==> src/rtl/amtx_pkg.sv <==
// Shared types for the master serial audio transmitter.
package amtx_pkg;
    // Frame format; the encoding matches the fmt_lj port.
    typedef enum logic {
        FMT_I2S = 1'b0,
        FMT_LJ  = 1'b1
    } fmt_e;
endpackage

==> src/rtl/amtx_bclk_gen.sv <==
// Bit clock generator.
// Divides the system clock by 2*DIV_HALF to make the bit clock. It flags the
// cycle before each falling edge so that other logic can update on that edge.
// Assumes DIV_HALF >= 1. The output is low out of reset.
module amtx_bclk_gen #(
    parameter int DIV_HALF = 2
) (
    input  logic clk,
    input  logic rst_n,
    output logic bclk,
    output logic fall_tick
);
    generate
        if (DIV_HALF == 1) begin : g_nodiv
            // Toggle the bit clock every system cycle.
            always_ff @(posedge clk) begin
                if (!rst_n) bclk <= 1'b0;
                else        bclk <= ~bclk;
            end
            assign fall_tick = bclk;
        end else begin : g_div
            localparam int CW = $clog2(DIV_HALF);
            localparam logic [CW-1:0] LAST = CW'(DIV_HALF - 1);
            logic [CW-1:0] cnt_q;
            logic          last;
            assign last = (cnt_q == LAST);
            // Count system cycles in each half period and toggle at its end.
            always_ff @(posedge clk) begin
                if (!rst_n) begin
                    cnt_q <= '0;
                    bclk  <= 1'b0;
                end else begin
                    cnt_q <= last ? '0 : cnt_q + 1'b1;
                    if (last) bclk <= ~bclk;
                end
            end
            assign fall_tick = last & bclk;
        end
    endgenerate
endmodule

==> src/rtl/amtx_frame_seq.sv <==
// Frame sequencer.
// Tracks the bit position inside a frame of 2*SLOT_BITS bit clocks. It drives
// the word clock and latches the format once per frame. It reports the
// channel and slot offset of the bit that the coming falling edge will send.
// Assumes SLOT_BITS >= 2. Out of reset the position sits on the last bit of
// the frame, so the first falling edge opens a left slot.
module amtx_frame_seq
    import amtx_pkg::*;
#(
    parameter  int SLOT_BITS = 32,
    localparam int OFF_W     = $clog2(SLOT_BITS)
) (
    input  logic             clk,
    input  logic             rst_n,
    input  logic             fall_tick,
    input  fmt_e             fmt_in,
    output logic             frame_start,
    output logic             wclk,
    output fmt_e             fmt_cur,
    output logic             nxt_right,
    output logic [OFF_W-1:0] nxt_off
);
    localparam int FRAME = 2 * SLOT_BITS;
    localparam int POS_W = $clog2(FRAME);
    localparam logic [POS_W-1:0] LAST_POS = POS_W'(FRAME - 1);
    localparam logic [POS_W-1:0] SLOT_POS = POS_W'(SLOT_BITS);

    logic [POS_W-1:0] pos_q;
    logic [POS_W-1:0] nxt_pos;
    fmt_e             fmt_q;

    assign nxt_pos     = (pos_q == LAST_POS) ? '0 : pos_q + 1'b1;
    assign frame_start = fall_tick && (pos_q == LAST_POS);
    assign nxt_right   = (nxt_pos >= SLOT_POS);
    assign nxt_off     = OFF_W'(nxt_right ? nxt_pos - SLOT_POS : nxt_pos);
    assign fmt_cur     = frame_start ? fmt_in : fmt_q;

    // Advance the position, take the format and set the word clock on each falling edge.
    always_ff @(posedge clk) begin
        if (!rst_n) begin
            pos_q <= LAST_POS;
            fmt_q <= fmt_in;
            wclk  <= (fmt_in == FMT_LJ);
        end else if (fall_tick) begin
            pos_q <= nxt_pos;
            if (frame_start) fmt_q <= fmt_in;
            wclk  <= (fmt_cur == FMT_LJ) ? ~nxt_right : nxt_right;
        end
    end
endmodule

==> src/rtl/amtx_serializer.sv <==
// Sample holder and serializer.
// Takes one stereo sample per frame in the frame start cycle, or zeros when
// no sample is offered. It then picks the bit for each slot position: MSB
// first, delayed by one bit in I2S, and zero after the LSB.
// Assumes SAMPLE_W < SLOT_BITS.
module amtx_serializer
    import amtx_pkg::*;
#(
    parameter  int SAMPLE_W  = 24,
    parameter  int SLOT_BITS = 32,
    localparam int OFF_W     = $clog2(SLOT_BITS)
) (
    input  logic                clk,
    input  logic                rst_n,
    input  logic                fall_tick,
    input  logic                frame_start,
    input  fmt_e                fmt_cur,
    input  logic                nxt_right,
    input  logic [OFF_W-1:0]    nxt_off,
    input  logic                smp_valid,
    input  logic [SAMPLE_W-1:0] smp_left,
    input  logic [SAMPLE_W-1:0] smp_right,
    output logic                sdata
);
    logic [SAMPLE_W-1:0] hold_l, hold_r;
    logic [SAMPLE_W-1:0] take_l, take_r;
    logic [SAMPLE_W-1:0] word;
    logic                delay;
    logic                sel_bit;

    assign take_l = smp_valid ? smp_left  : '0;
    assign take_r = smp_valid ? smp_right : '0;
    assign word   = nxt_right ? hold_r : (frame_start ? take_l : hold_l);
    assign delay  = (fmt_cur == FMT_I2S);

    // Choose the word bit that belongs at the coming slot offset.
    always_comb begin
        sel_bit = 1'b0;
        for (int i = 0; i < SAMPLE_W; i++) begin
            if ({1'b0, nxt_off} == (OFF_W+1)'(SAMPLE_W - 1 - i) + {{OFF_W{1'b0}}, delay})
                sel_bit = word[i];
        end
    end

    // Capture the frame's sample and drive the data line on falling edges.
    always_ff @(posedge clk) begin
        if (!rst_n) begin
            hold_l <= '0;
            hold_r <= '0;
            sdata  <= 1'b0;
        end else begin
            if (frame_start) begin
                hold_l <= take_l;
                hold_r <= take_r;
            end
            if (fall_tick) sdata <= sel_bit;
        end
    end
endmodule

==> src/rtl/audio_master_tx.sv <==
// Master serial audio transmitter, top level.
// Generates the bit and word clocks and sends one stereo sample per frame in
// I2S or Left-Justified framing. The sample request is the one-cycle frame
// start strobe. Assumes SAMPLE_W < SLOT_BITS and DIV_HALF >= 1.
module audio_master_tx
    import amtx_pkg::*;
#(
    parameter int DIV_HALF  = 2,
    parameter int SLOT_BITS = 32,
    parameter int SAMPLE_W  = 24
) (
    input  logic                clk,
    input  logic                rst_n,
    input  logic                fmt_lj,
    input  logic                smp_valid,
    input  logic [SAMPLE_W-1:0] smp_left,
    input  logic [SAMPLE_W-1:0] smp_right,
    output logic                smp_ready,
    output logic                bclk,
    output logic                wclk,
    output logic                sdata
);
    localparam int OFF_W = $clog2(SLOT_BITS);

    logic             fall_tick;
    logic             frame_start;
    fmt_e             fmt_cur;
    logic             nxt_right;
    logic [OFF_W-1:0] nxt_off;

    amtx_bclk_gen #(.DIV_HALF(DIV_HALF)) u_bclk (
        .clk       (clk),
        .rst_n     (rst_n),
        .bclk      (bclk),
        .fall_tick (fall_tick)
    );

    amtx_frame_seq #(.SLOT_BITS(SLOT_BITS)) u_seq (
        .clk         (clk),
        .rst_n       (rst_n),
        .fall_tick   (fall_tick),
        .fmt_in      (fmt_e'(fmt_lj)),
        .frame_start (frame_start),
        .wclk        (wclk),
        .fmt_cur     (fmt_cur),
        .nxt_right   (nxt_right),
        .nxt_off     (nxt_off)
    );

    amtx_serializer #(.SAMPLE_W(SAMPLE_W), .SLOT_BITS(SLOT_BITS)) u_ser (
        .clk         (clk),
        .rst_n       (rst_n),
        .fall_tick   (fall_tick),
        .frame_start (frame_start),
        .fmt_cur     (fmt_cur),
        .nxt_right   (nxt_right),
        .nxt_off     (nxt_off),
        .smp_valid   (smp_valid),
        .smp_left    (smp_left),
        .smp_right   (smp_right),
        .sdata       (sdata)
    );

    assign smp_ready = frame_start;
endmodule

==> config.mk <==
export PLATFORM = sky130hd
export DESIGN_NAME = audio_master_tx
export DESIGN_NICKNAME = d
export VERILOG_FILES = /design/src/rtl/amtx_pkg.sv /design/src/rtl/amtx_bclk_gen.sv /design/src/rtl/amtx_frame_seq.sv /design/src/rtl/amtx_serializer.sv /design/src/rtl/audio_master_tx.sv
export SDC_FILE = /design/constraint.sdc
export NUM_CORES = 1
export LEC_CHECK = 0
export BUFFER_PORTS_ARGS = -buffer_cell sky130_fd_sc_hd__buf_2
export CELL_PAD_IN_SITES_DETAIL_PLACEMENT = 1
export CELL_PAD_IN_SITES_GLOBAL_PLACEMENT = 1
export CORE_ASPECT_RATIO = 2
export CORE_MARGIN = 1.5
export CORE_UTILIZATION = 44
export DETAILED_ROUTE_END_ITERATION = 10
export PLACE_DENSITY_LB_ADDON = 0.1
export SKIP_CTS_REPAIR_TIMING = 1
export SYNTH_ARGS = -nofsm -noshare
export SYNTH_HDL_FRONTEND = slang
export SYNTH_SLANG_ARGS = --single-unit
export TNS_END_PERCENT = 5
==> constraint.sdc <==
create_clock -name clk -period 4.7 [get_ports clk]
set_input_delay 0.235 -clock clk [delete_from_list [all_inputs] [get_ports clk]]
set_output_delay 0.235 -clock clk [all_outputs]
set_load 0.05 [all_outputs]
==> impl_metrics.py <==
metrics = {
    "status": {
        "status": "finished clean",
    },
    "yosys": {
        "yosysMostFrequentCell": "nand2_1",
        "synth_top_cell_area_share_pct": 35.2,
        "yosys.cell_types.count": 56,
        "ys_ff_latch": 59,
        "syn_inst": 412,
        "synth_commonest_cells": "nand2_1 (64), dfxtp_1 (57), nand3_1 (45), a21boi_0 (36), a21oi_1 (26)",
        "avgSynthCellArea_um2": 7.87,
        "netlist_top_cells_area": "dfxtp_1 (35%), a21boi_0 (8.3%), nand2_1 (7.4%)",
        "synth_area_um2": 3240,
        "async_flop_share_pct": 0,
        "yosys_warnings": 0,
        "mappedNetlistNets": 465,
        "synth-edff-count": 2,
        "synth-main-ff-cell": "dfxtp_1",
        "yosysSeqAreaShare_pct": 37.0,
        "yosys.area.top_type": "dfxtp_1",
    },
    "power_and_ir_drop": {
        "p_leak_nw": 1.48,
        "irDropWorstVdd_mv": 0.243,
        "p_comb_share_pct": 20.1,
        "swShare_pct": 28.7,
        "pwr-share-seq_pct": 36.2,
        "power_frac_clock_pct": 43.8,
        "p_switching_uw": 426,
        "p_int_mw": 1.06,
        "p_per_area_nw_per_um2": 392,
    },
    "global_routing": {
        "grt_max_degree": 63,
        "antenna_found_initial": 0,
        "grt_pass1_vias": 3226,
        "grt-ovfl-total": 0,
        "track_usage_pct": 26.7,
        "grt_pass1_wl_um": 16400,
    },
    "sta": {
        "clock_skew_ns": 0.00512,
        "setup_ws_ns": 1.10,
        "finalSetupViolations": 0,
        "rsz0062_at_grt": "false",
        "drv_slew": 0,
        "setup-tns-final_ns": 0,
        "period_minus_slack_ns": 3.60,
        "fmax_ghz": 0.278,
        "maxSlewHeadroom_pct": 37.8,
        "tightestPinTransition_ns": 0.933,
        "finalHoldViolCount": 0,
        "finalCritPeriodShare_pct": 76.6,
    },
    "cts": {
        "cts_buffers": 9,
        "root_buffer": "clkbuf_16",
        "clkTransAtPathRegs_ns": 0.05,
        "clk_latency_ns": 0.33,
        "clk_path_buf_depth": 2,
        "cts.sinks": 59,
        "h-tree-depth": 3,
        "tritoncts": "done",
    },
    "critical_path": {
        "crit_fanout": 11,
        "rr_endpoint": "u_ser.sdata",
        "r2r-start": "u_seq.pos_q[0]",
        "critical_path.startpoint_type": "flop",
        "path_common_cell": "nand2_1",
        "crit_path_max_incr_delay_ns": 0.67,
        "crit_slowest_cell": "a2111oi_0",
        "worst-r2r-setup-slack_ns": 1.10,
        "worstPathCellList": "ha_1 -> a21oi_1 -> o21ai_1 -> nand2_1 -> nand2_1 -> o211ai_1 -> a311o_1 -> a2111oi_0 -> o311ai_1",
        "critical_path_arrival_ns": 3.78,
        "reg2reg_depth": 9,
        "critPathCaptureType": "flop",
        "crit_type": "reg2reg",
        "crit_required_ns": 4.88,
    },
    "placed_design": {
        "dpl.hpwl_um": 7480,
        "preCtsSetupSlack_ns": 1.23,
        "gp_congestion": 0.951,
        "portBuffers": 55,
    },
    "worst_hold_path": {
        "hold_start": "smp_right[20]",
        "whs_path_depth": 3,
        "min_path_type": "in2reg",
        "holdPathEnd": "u_ser.hold_r[20]",
    },
    "routing": {
        "drtPass1Iterations": 4,
        "drt_iter0_markers": 123,
        "via_per_inst": 5.82,
        "drc_errors": 0,
        "drtAntennaViolNets": 0,
        "finalWirelength_um": 10000,
        "wire_per_inst_um": 18.5,
        "vias": 3146,
    },
    "die": {
        "die_w_um": 63.7,
        "rows": 44,
        "die_h_um": 124,
        "pin_count": 56,
        "coreArea_um2": 7210,
        "initial_core_util_pct": 45.0,
        "die_area_um2": 7930,
    },
    "cells_and_area": {
        "final_nets": 498,
        "layout-drive-gt1-share_pct": 18.7,
        "final_core_util_pct": 52.4,
        "diodes": 0,
        "syn_to_final_growth_pct": 16.5,
    },
    "flow_run": {
        "cap_viol_max_count": 0,
    },
}
## worst max-delay path by stage
stage                              start          endpoint  slack, ns  cells after the start
after floorplan              u_bclk.bclk  u_ser.hold_r[14]       2.10                      9
after global routing      u_seq.pos_q[0]       u_ser.sdata       0.83                      9
after CTS                 u_seq.pos_q[0]       u_ser.sdata       1.20                      9
after detailed placement  u_seq.pos_q[0]       u_ser.sdata       1.23                     10
final                     u_seq.pos_q[0]       u_ser.sdata       1.10                      9
after global placement    u_seq.pos_q[0]       u_ser.sdata       1.34                     10
## cell usage in the layout, fill, tap and decap left out, types with 2 or more instances in the layout
cell / netlist / layout
a2111oi_0: 4 / 4
a211oi_1: 5 / 5
a21boi_0: 36 / 36
a21o_1: 5 / 5
a21oi_1: 26 / 26
a22o_1: 2 / 2
a311o_1: 3 / 3
a31o_2: 3 / 3
a31oi_1: 7 / 7
and2_1: 3 / 3
and3_1: 12 / 12
buf_2: 10 / 55
buf_4: 3 / 3
clkbuf_1: 18 / 2
clkbuf_16: 0 / 9
clkbuf_8: 0 / 2
dfxtp_1: 57 / 57
edfxtp_1: 2 / 2
nand2_1: 64 / 64
nand3_1: 45 / 45
nand4_1: 2 / 2
nor2_1: 18 / 17
nor2b_1: 14 / 14
nor3_1: 7 / 7
o211ai_1: 8 / 8
o21a_1: 3 / 3
o21ai_0: 9 / 9
o32a_1: 3 / 3
or2_2: 2 / 2
or3_1: 2 / 2
xnor2_1: 5 / 5
xor2_1: 5 / 5
## registers in the layout, summed over array words and instances, names as in the netlist
register / flops
u_ser.hold_l: 24
u_ser.sdata: 1
u_seq.pos_q: 6
u_seq.wclk: 1
u_ser.hold_r: 24
u_bclk.g_div.cnt_q: 1
u_seq.fmt_q: 1
u_bclk.bclk: 1
## metrics by stage
stage               hold slack (ns)  instance area [um2]  total power, mW  cells
finish                        0.190                 3780             1.48    541
global route                  0.198                 3780             1.54    541
CTS                           0.190                 3780             1.49    541
detailed placement            0.466                 3490            0.840    526
global placement              0.456                 3490            0.835    526
floorplan                     0.409                 3240            0.757    412
## routing by layer
metal  routed length, um  vias to the layer above  track usage (%)
met4                 311                        0             12.7
met5                   0                        -                0
met3                 238                       18             4.52
li1                    -                     1558                -
met2                5560                       54             48.9
met1                3880                     1516             28.8
## cell type report
type	instances	area [um2]
multi-input cells	315	1860
clock inverters	2	35.0
repair buffers	58	298
inverters	2	7.51
flip-flops and latches	59	1200
fillers	928	3430
well taps	92	115
clock buffers	13	260
## worst max-delay path, delay by kind of cell (launching register included)
family | cells | cell delay [ns]
AOI/OAI and AO/OA | 6 | 1.90
DFF | 1 | 0.53
and+or+nand+nor | 2 | 0.55
adders and majority gates | 1 | 0.47
## power by group through the flow
stage	logic (mW)	clock network, mW	registers (mW)
3_3_place_gp	0.289	0	0.545
6_report	0.297	0.650	0.537
4_1_cts	0.296	0.660	0.536
3_5_place_dp	0.294	0	0.546
2_1_floorplan	0.213	0	0.544
5_1_grt	0.327	0.680	0.538
## cell families (layout without fill, tap and decap cells)
| group | after synthesis | after routing | synth area share [%] |
|---|---|---|---|
| and+or+nand+nor | 175 | 175 | 26.0 |
| AOI/OAI and AO/OA | 127 | 127 | 27.7 |
| DFF | 59 | 59 | 37.0 |
| buffers and inverters | 38 | 75 | 5.59 |
| xor gates and xnor gates | 10 | 10 | 2.70 |
| muxes | 2 | 2 | 0.656 |
| adders and majority gates | 1 | 1 | 0.386 |
(Power assumes the default switching activity.)
